$ cat config.mk
export PLATFORM = sky130hd
export DESIGN_NAME = dualbus_regport
export DESIGN_NICKNAME = d
export VERILOG_FILES = /design/src/rtl/dualbus_pkg.sv /design/src/rtl/dualbus_sync.sv /design/src/rtl/dualbus_addr_latch.sv /design/src/rtl/dualbus_ctrl.sv /design/src/rtl/dualbus_regbank.sv /design/src/rtl/dualbus_regport.sv
export SDC_FILE = /design/constraint.sdc
export NUM_CORES = 1
export LEC_CHECK = 0
export ABC_AREA = 1
export BUFFER_PORTS_ARGS = -buffer_cell sky130_fd_sc_hd__buf_4
export CAP_MARGIN = 20
export CORE_ASPECT_RATIO = 1.5
export CORE_MARGIN = 2
export CORE_UTILIZATION = 40
export CTS_CLUSTER_DIAMETER = 200
export DETAILED_ROUTE_END_ITERATION = 10
export SKIP_LAST_GASP = 1
export SLEW_MARGIN = 20
export SYNTH_ARGS = -nofsm -noshare
export SYNTH_HDL_FRONTEND = slang
export SYNTH_HIERARCHICAL = 1
export SYNTH_SLANG_ARGS = --single-unit
$ cat constraint.sdc
create_clock -name clk -period 1.81 [get_ports clk]
set_input_delay 0.362 -clock clk [delete_from_list [all_inputs] [get_ports clk]]
set_output_delay 0.362 -clock clk [all_outputs]
set_load 0.005 [all_outputs]
$ cat src/rtl/dualbus_pkg.sv
`timescale 1ns/1ps
package dualbus_pkg;

    typedef enum logic [2:0] {
        ST_IDLE  = 3'd0,
        ST_LATCH = 3'd1,
        ST_ARMED = 3'd2,
        ST_WRITE = 3'd3,
        ST_DRAIN = 3'd4,
        ST_READ  = 3'd5
    } ctrl_state_e;

    // Synchronised control pin bundle order: {ale_as, cs_n, rd_ds_n, wr_rw}
    localparam int CTRL_W = 4;
    localparam logic [CTRL_W-1:0] CTRL_IDLE = 4'b0111;

endpackage

$ cat src/rtl/dualbus_sync.sv
`timescale 1ns/1ps
module dualbus_sync #(
    parameter int               WIDTH   = 1,
    parameter int               STAGES  = 2,
    parameter logic [WIDTH-1:0] RST_VAL = '0
) (
    input  logic             clk,
    input  logic             rst_n,
    input  logic [WIDTH-1:0] din,
    output logic [WIDTH-1:0] dout
);

    logic [WIDTH-1:0] stage_q [STAGES];

    always_ff @(posedge clk or negedge rst_n) begin
        if (!rst_n) begin
            for (int i = 0; i < STAGES; i++) begin
                stage_q[i] <= RST_VAL;
            end
        end else begin
            stage_q[0] <= din;
            for (int i = 1; i < STAGES; i++) begin
                stage_q[i] <= stage_q[i-1];
            end
        end
    end

    assign dout = stage_q[STAGES-1];

endmodule

$ cat src/rtl/dualbus_addr_latch.sv
`timescale 1ns/1ps
module dualbus_addr_latch #(
    parameter int ADDR_W = 7
) (
    input  logic              clk,
    input  logic              rst_n,
    input  logic              load,
    input  logic [ADDR_W-1:0] addr_in,
    output logic [ADDR_W-1:0] addr_q
);

    always_ff @(posedge clk or negedge rst_n) begin
        if (!rst_n) begin
            addr_q <= '0;
        end else if (load) begin
            addr_q <= addr_in;
        end
    end

endmodule

$ cat src/rtl/dualbus_ctrl.sv
`timescale 1ns/1ps
module dualbus_ctrl
    import dualbus_pkg::*;
(
    input  logic        clk,
    input  logic        rst_n,
    input  logic        mode_host,
    input  logic        bus_moto,
    input  logic        ale_as_s,
    input  logic        cs_n_s,
    input  logic        rd_ds_n_s,
    input  logic        wr_rw_s,
    output logic        addr_load,
    output logic        wr_en,
    output logic        rd_active
);

    ctrl_state_e st, nxt;

    logic sel;
    logic moto_sel;
    logic rd_req;
    logic wr_req;
    logic rd_released;
    logic wr_released;

    // Request decode, per bus style
    always_comb begin
        sel      = !cs_n_s;
        moto_sel = sel && !ale_as_s;
        if (bus_moto) begin
            rd_req      = moto_sel && !rd_ds_n_s && wr_rw_s;
            wr_req      = moto_sel && !rd_ds_n_s && !wr_rw_s;
            rd_released = rd_ds_n_s;
            wr_released = rd_ds_n_s;
        end else begin
            rd_req      = sel && !rd_ds_n_s;
            wr_req      = sel && !wr_rw_s;
            rd_released = rd_ds_n_s;
            wr_released = wr_rw_s;
        end
    end

    // State register
    always_ff @(posedge clk or negedge rst_n) begin
        if (!rst_n) begin
            st <= ST_IDLE;
        end else begin
            st <= nxt;
        end
    end

    // Next-state logic
    always_comb begin
        nxt = st;
        if (!mode_host) begin
            nxt = ST_IDLE;
        end else begin
            unique case (st)
                ST_IDLE: begin
                    if (bus_moto) begin
                        if (moto_sel) nxt = ST_ARMED;
                    end else if (ale_as_s) begin
                        nxt = ST_LATCH;
                    end
                end
                ST_LATCH: begin
                    if (!ale_as_s) nxt = ST_ARMED;
                end
                ST_ARMED: begin
                    if (bus_moto) begin
                        if (!moto_sel)   nxt = ST_IDLE;
                        else if (wr_req) nxt = ST_WRITE;
                        else if (rd_req) nxt = ST_READ;
                    end else begin
                        if (ale_as_s)    nxt = ST_LATCH;
                        else if (wr_req) nxt = ST_WRITE;
                        else if (rd_req) nxt = ST_READ;
                    end
                end
                ST_WRITE: begin
                    nxt = ST_DRAIN;
                end
                ST_DRAIN: begin
                    if (bus_moto) begin
                        if (!moto_sel)        nxt = ST_IDLE;
                        else if (wr_released) nxt = ST_ARMED;
                    end else if (!sel || wr_released) begin
                        nxt = ST_IDLE;
                    end
                end
                ST_READ: begin
                    if (bus_moto) begin
                        if (!moto_sel)        nxt = ST_IDLE;
                        else if (rd_released) nxt = ST_ARMED;
                    end else if (!sel || rd_released) begin
                        nxt = ST_IDLE;
                    end
                end
                default: nxt = ST_IDLE;
            endcase
        end
    end

    // Output decode
    always_comb begin
        addr_load = 1'b0;
        wr_en     = 1'b0;
        rd_active = 1'b0;
        unique case (st)
            ST_IDLE:  addr_load = mode_host && bus_moto && moto_sel;
            ST_LATCH: addr_load = ale_as_s;
            ST_WRITE: wr_en     = 1'b1;
            ST_READ:  rd_active = 1'b1;
            ST_ARMED, ST_DRAIN: ;
            default: ;
        endcase
    end

endmodule

$ cat src/rtl/dualbus_regbank.sv
`timescale 1ns/1ps
module dualbus_regbank #(
    parameter int ADDR_W   = 7,
    parameter int DATA_W   = 8,
    parameter int NUM_REGS = 16
) (
    input  logic              clk,
    input  logic              rst_n,
    input  logic              wr_en,
    input  logic [ADDR_W-1:0] addr,
    input  logic [DATA_W-1:0] wdata,
    output logic [DATA_W-1:0] rdata
);

    localparam int IDX_W = (NUM_REGS > 1) ? $clog2(NUM_REGS) : 1;
    localparam logic [ADDR_W:0] LIMIT = (ADDR_W+1)'(NUM_REGS);

    logic [DATA_W-1:0] regs [NUM_REGS];
    logic              hit;
    logic [IDX_W-1:0]  idx;

    assign hit = {1'b0, addr} < LIMIT;
    assign idx = addr[IDX_W-1:0];

    for (genvar g = 0; g < NUM_REGS; g++) begin : g_reg
        always_ff @(posedge clk or negedge rst_n) begin
            if (!rst_n) begin
                regs[g] <= '0;
            end else if (wr_en && hit && (idx == IDX_W'(g))) begin
                regs[g] <= wdata;
            end
        end
    end

    assign rdata = hit ? regs[idx] : '0;

endmodule

$ cat src/rtl/dualbus_regport.sv
`timescale 1ns/1ps
module dualbus_regport
    import dualbus_pkg::*;
#(
    parameter int ADDR_W   = 7,
    parameter int DATA_W   = 8,
    parameter int NUM_REGS = 16,
    parameter int SYNC_N   = 2
) (
    input  logic              clk,
    input  logic              rst_n,
    input  logic              mode_host,
    input  logic              bus_moto,
    input  logic              ale_as,
    input  logic              cs_n,
    input  logic              rd_ds_n,
    input  logic              wr_rw,
    input  logic [ADDR_W-1:0] addr,
    input  logic [DATA_W-1:0] wdata,
    output logic [DATA_W-1:0] rdata,
    output logic              rdata_oe,
    output logic              taos_ch2,
    output logic              taos_ch3
);

    localparam int BUS_W = ADDR_W + DATA_W;

    logic [CTRL_W-1:0] ctrl_s;
    logic [BUS_W-1:0]  bus_s;
    logic              ale_as_s, cs_n_s, rd_ds_n_s, wr_rw_s;
    logic [ADDR_W-1:0] addr_s;
    logic [DATA_W-1:0] wdata_s;
    logic              addr_load, wr_en, rd_active;
    logic [ADDR_W-1:0] lat_addr;
    logic [DATA_W-1:0] bank_rdata;

    dualbus_sync #(
        .WIDTH  (CTRL_W),
        .STAGES (SYNC_N),
        .RST_VAL(CTRL_IDLE)
    ) u_sync_ctrl (
        .clk (clk),
        .rst_n(rst_n),
        .din ({ale_as, cs_n, rd_ds_n, wr_rw}),
        .dout(ctrl_s)
    );

    dualbus_sync #(
        .WIDTH  (BUS_W),
        .STAGES (SYNC_N),
        .RST_VAL('0)
    ) u_sync_bus (
        .clk (clk),
        .rst_n(rst_n),
        .din ({addr, wdata}),
        .dout(bus_s)
    );

    assign {ale_as_s, cs_n_s, rd_ds_n_s, wr_rw_s} = ctrl_s;
    assign {addr_s, wdata_s} = bus_s;

    dualbus_ctrl u_ctrl (
        .clk      (clk),
        .rst_n    (rst_n),
        .mode_host(mode_host),
        .bus_moto (bus_moto),
        .ale_as_s (ale_as_s),
        .cs_n_s   (cs_n_s),
        .rd_ds_n_s(rd_ds_n_s),
        .wr_rw_s  (wr_rw_s),
        .addr_load(addr_load),
        .wr_en    (wr_en),
        .rd_active(rd_active)
    );

    dualbus_addr_latch #(
        .ADDR_W(ADDR_W)
    ) u_addr (
        .clk    (clk),
        .rst_n  (rst_n),
        .load   (addr_load),
        .addr_in(addr_s),
        .addr_q (lat_addr)
    );

    dualbus_regbank #(
        .ADDR_W  (ADDR_W),
        .DATA_W  (DATA_W),
        .NUM_REGS(NUM_REGS)
    ) u_bank (
        .clk  (clk),
        .rst_n(rst_n),
        .wr_en(wr_en),
        .addr (lat_addr),
        .wdata(wdata_s),
        .rdata(bank_rdata)
    );

    // Registered outputs: read data captured once on entry, then held
    always_ff @(posedge clk or negedge rst_n) begin
        if (!rst_n) begin
            rdata    <= '0;
            rdata_oe <= 1'b0;
            taos_ch2 <= 1'b0;
            taos_ch3 <= 1'b0;
        end else begin
            rdata_oe <= rd_active;
            if (!rd_active) begin
                rdata <= '0;
            end else if (!rdata_oe) begin
                rdata <= bank_rdata;
            end
            taos_ch2 <= !mode_host && ale_as_s;
            taos_ch3 <= !mode_host && cs_n_s;
        end
    end

endmodule

==> impl_metrics.py <==
metrics = {
    "status": {
        "result_of_the_run": "finished, final reports clean",
    },
    "grt": {
        "grt_first_pass_wirelength_um": 34500,
        "grt_start_max_net_pins": 53,
        "grt_antenna_before_repair": 0,
        "total_global_routing_overflow": 0,
        "vias_in_the_first_global_route": 6486,
        "grt.total_usage_pct": 19.5,
    },
    "timing": {
        "timing.clock.skew_ns": 0.0129,
        "worst_slew_pin_slew_ns": 0.461,
        "timing.final.crit_period_ns": 1.67,
        "maxClockFrequency_mhz": 599,
        "final_setup_fails": 0,
        "finalCritPeriodShare_pct": 92.3,
        "timing_hold_violations_final": 0,
        "setup_tns_ns": 0,
        "final-max-slew-violation-count": 0,
        "whs_ns": 0.0255,
        "slew_headroom_pct": 69.3,
        "postLayoutSetupSlackWorst_ns": 0.140,
    },
    "clock_network": {
        "library_cell_used_as_clock_root_buffer": "sky130_fd_sc_hd__clkbuf_16",
        "tritoncts": "built",
        "cts_max_path_buffers": 2,
        "tritoncts.num_buffers": 17,
        "cts_num_sinks": 187,
        "clkLatencyLatePin_ns": 0.44,
        "htreeDepth": 4,
        "clk_pin_slew_ns": 0.07,
    },
    "critical_path": {
        "crit_path_max_delay_family": "simple AND/OR/NAND/NOR gates",
        "startpoint_class": "flip-flop",
        "required_ns": 2.18,
        "worst_r2r_startpoint": "u_addr/addr_q[0]",
        "worst_path_most_repeated_cell": "sky130_fd_sc_hd__nand2_1",
        "path_cells": "buf_6, buf_4, nand2_1, nand2_1, nand2_1, nand2_1, nand2_1, nand2_1, nor2_1, nor2_1, nand3_1, nand2_1",
        "path_max_fanout": 26,
        "worst-r2r-setup-slack_ns": 0.14,
        "worst-setup-path-type": "flip-flop to flip-flop",
        "critPathArrivalTime_ns": 2.04,
        "worst_path_bufs_invs": 2,
        "crit_path_end_kind": "flip-flop",
        "crit-reg2reg-capture": "rdata[7]",
        "timing.critical_path.slowest_stage_cell": "sky130_fd_sc_hd__dfrtp_2",
        "r2r.worst_path.cells": 12,
        "timing.critical_path.slowest_cell_delay_ns": 0.42,
    },
    "pwr": {
        "power.density_cell_area_mw_per_mm2": 1190,
        "finalPower_mw": 11.6,
        "total_leakage_power_nw": 5.21,
        "worst_ir_drop_vdd_v": 0.000692,
    },
    "final_layout": {
        "area_growth_from_synthesis_to_final_layout_pct": 12.0,
        "layout.nets": 1094,
        "finish.instance_area_sq_mm": 0.00978,
        "drive_above_1_share_pct": 15.0,
        "fin_util_pct": 45.4,
        "diodes": 0,
        "layout.cells.non_filler": 1356,
    },
    "logic_synthesis": {
        "syn_inst": 1043,
        "syn-mean-instance-area_sq_um": 8.37,
        "share_of_flip_flops_with_an_asynchronous_set_or_reset_after_synthesis_pct": 100,
        "syn_nets": 1066,
        "netlist_top_cells_count": "sky130_fd_sc_hd__nand2_1 (420), sky130_fd_sc_hd__dfrtp_1 (181), sky130_fd_sc_hd__nor2_1 (122), sky130_fd_sc_hd__a21oi_1 (75), sky130_fd_sc_hd__o21ai_0 (42)",
        "synthesized_flop_and_latch_total": 187,
        "yosys-top-cells-area": "sky130_fd_sc_hd__dfrtp_1 (52%), sky130_fd_sc_hd__nand2_1 (18%), sky130_fd_sc_hd__nor2_1 (5.2%)",
        "synth.largest_area_cell": "sky130_fd_sc_hd__dfrtp_1",
        "synth-seq-area-share_pct": 53.7,
        "postSynth.topFlopCell": "sky130_fd_sc_hd__dfrtp_1",
        "synth_edf_count": 0,
        "synth_cell_types": 28,
        "synth_top_cell_area_share_pct": 51.9,
        "post-synth-top-count-cell": "sky130_fd_sc_hd__nand2_1",
        "synth.yosys.warnings": 6,
        "cell_area_after_synthesis_sq_mm": 0.00873,
    },
    "min_path": {
        "hold-path-endpoint": "u_sync_bus/stage_q[25]",
        "timing.hold.worst.start": "addr[2]",
        "worst_hold_path_type": "input port to flip-flop",
        "hold_path_depth": 1,
    },
    "route": {
        "wire_per_inst_um": 15.7,
        "vias": 6586,
        "antenna_violating_nets_post_route": 0,
        "detailedRoute.firstIterationViolations": 455,
        "residual_drc_count": 0,
        "route.final.wire_length_um": 21300,
        "route.detailed.vias_per_inst": 4.86,
        "drtPass1Iterations": 5,
    },
    "run": {
        "drv.max_cap_violation_count": 0,
    },
    "placed_design": {
        "detailed_place.area_sq_mm": 0.00913,
        "dp_cells": 1317,
        "pre_cts_ws_ns": 0.0651,
        "port_buffers": 33,
        "dp_hpwl_um": 14400,
        "place_congestion": 0.835,
    },
    "die": {
        "effective_utilization_at_floorplan_pct": 40.5,
        "std_cell_rows": 66,
        "top_level_ports": 34,
        "fp.dieW_um": 125,
        "core_sq_mm": 0.0216,
        "die-height_um": 185,
        "die-area_sq_mm": 0.0231,
    },
}
-- logic make-up after synthesis --
logic type / after synthesis / synth area share (%)
DFF: 187 / 53.7
buffers and inverters: 114 / 8.51
AOI/OAI and AO/OA: 151 / 9.53
and+or+nand+nor: 591 / 28.3
-- worst max-delay path by stage --
stage / start / endpoint / slack [ns] / depth (start not counted)
finish: u_addr/addr_q[0] / rdata[7] / 0.14 / 12
global route: u_addr/addr_q[0] / rdata[0] / -0.0005 / 12
CTS: u_addr/addr_q[0] / rdata[7] / 0.04 / 11
detailed placement: u_addr/addr_q[0] / rdata[7] / 0.07 / 11
global placement: u_addr/addr_q[0] / rdata[7] / 0.05 / 11
floorplan: u_ctrl/st[2] / u_bank/regs[21] / 0.23 / 9
-- per-layer routing --
layer  vias to the layer above  track usage (%)  share of wire, %
met2                       136             34.9                52
met1                      3108             22.2                41
met5                         -                0                 0
met3                        48             3.52               2.8
li1                       3294                -                 -
met4                         0             10.2               4.5
-- repair_timing --
item | in CTS | in global routing
setup endpoints to repair | 0 | 13
hold buffers | 1 | 5
endpoints found under the hold margin | 45 | 5
resized for setup | 0 | 5
buffers inserted | 0 | 1
-- power breakdown --
part	switching, mW	internal, mW
Combinational	1.98	0.970
Sequential	0.354	4.76
Clock	1.73	1.82
Total	4.07	7.55
-- layout by cell type, fill, tap and decap left out, drive strengths merged --
cell,n
o21ai,55
a21oi,95
dfstp,6
dlygate4sd3,6
nand3,25
dfrtp,181
o22ai,1
clkbuf,19
nand4,3
inv,48
nand2,426
nor2,136
buf,75
clkinv,7
or2,1
-- area by class of cell --
type / instances / area (sq um)
Clock buffer: 18 / 429
Clock inverter: 14 / 129
Fill cell: 2141 / 11800
Inverter: 41 / 159
Multi-Input combinational cell: 742 / 3300
Sequential cell: 187 / 4690
Tap cell: 272 / 340
Timing Repair Buffer: 82 / 732
-- sequential cells by signal, indices dropped and copies added (netlist names) --
signal	flops
u_sync_ctrl/dout	4
u_ctrl/st	3
u_bank/regs	128
u_sync_ctrl/stage_q	4
rdata	8
taos_ch2	1
u_sync_bus/stage_q	15
u_sync_bus/dout	15
u_addr/addr_q	7
rdata_oe	1
taos_ch3	1
Power figures use the tool's default switching activity.
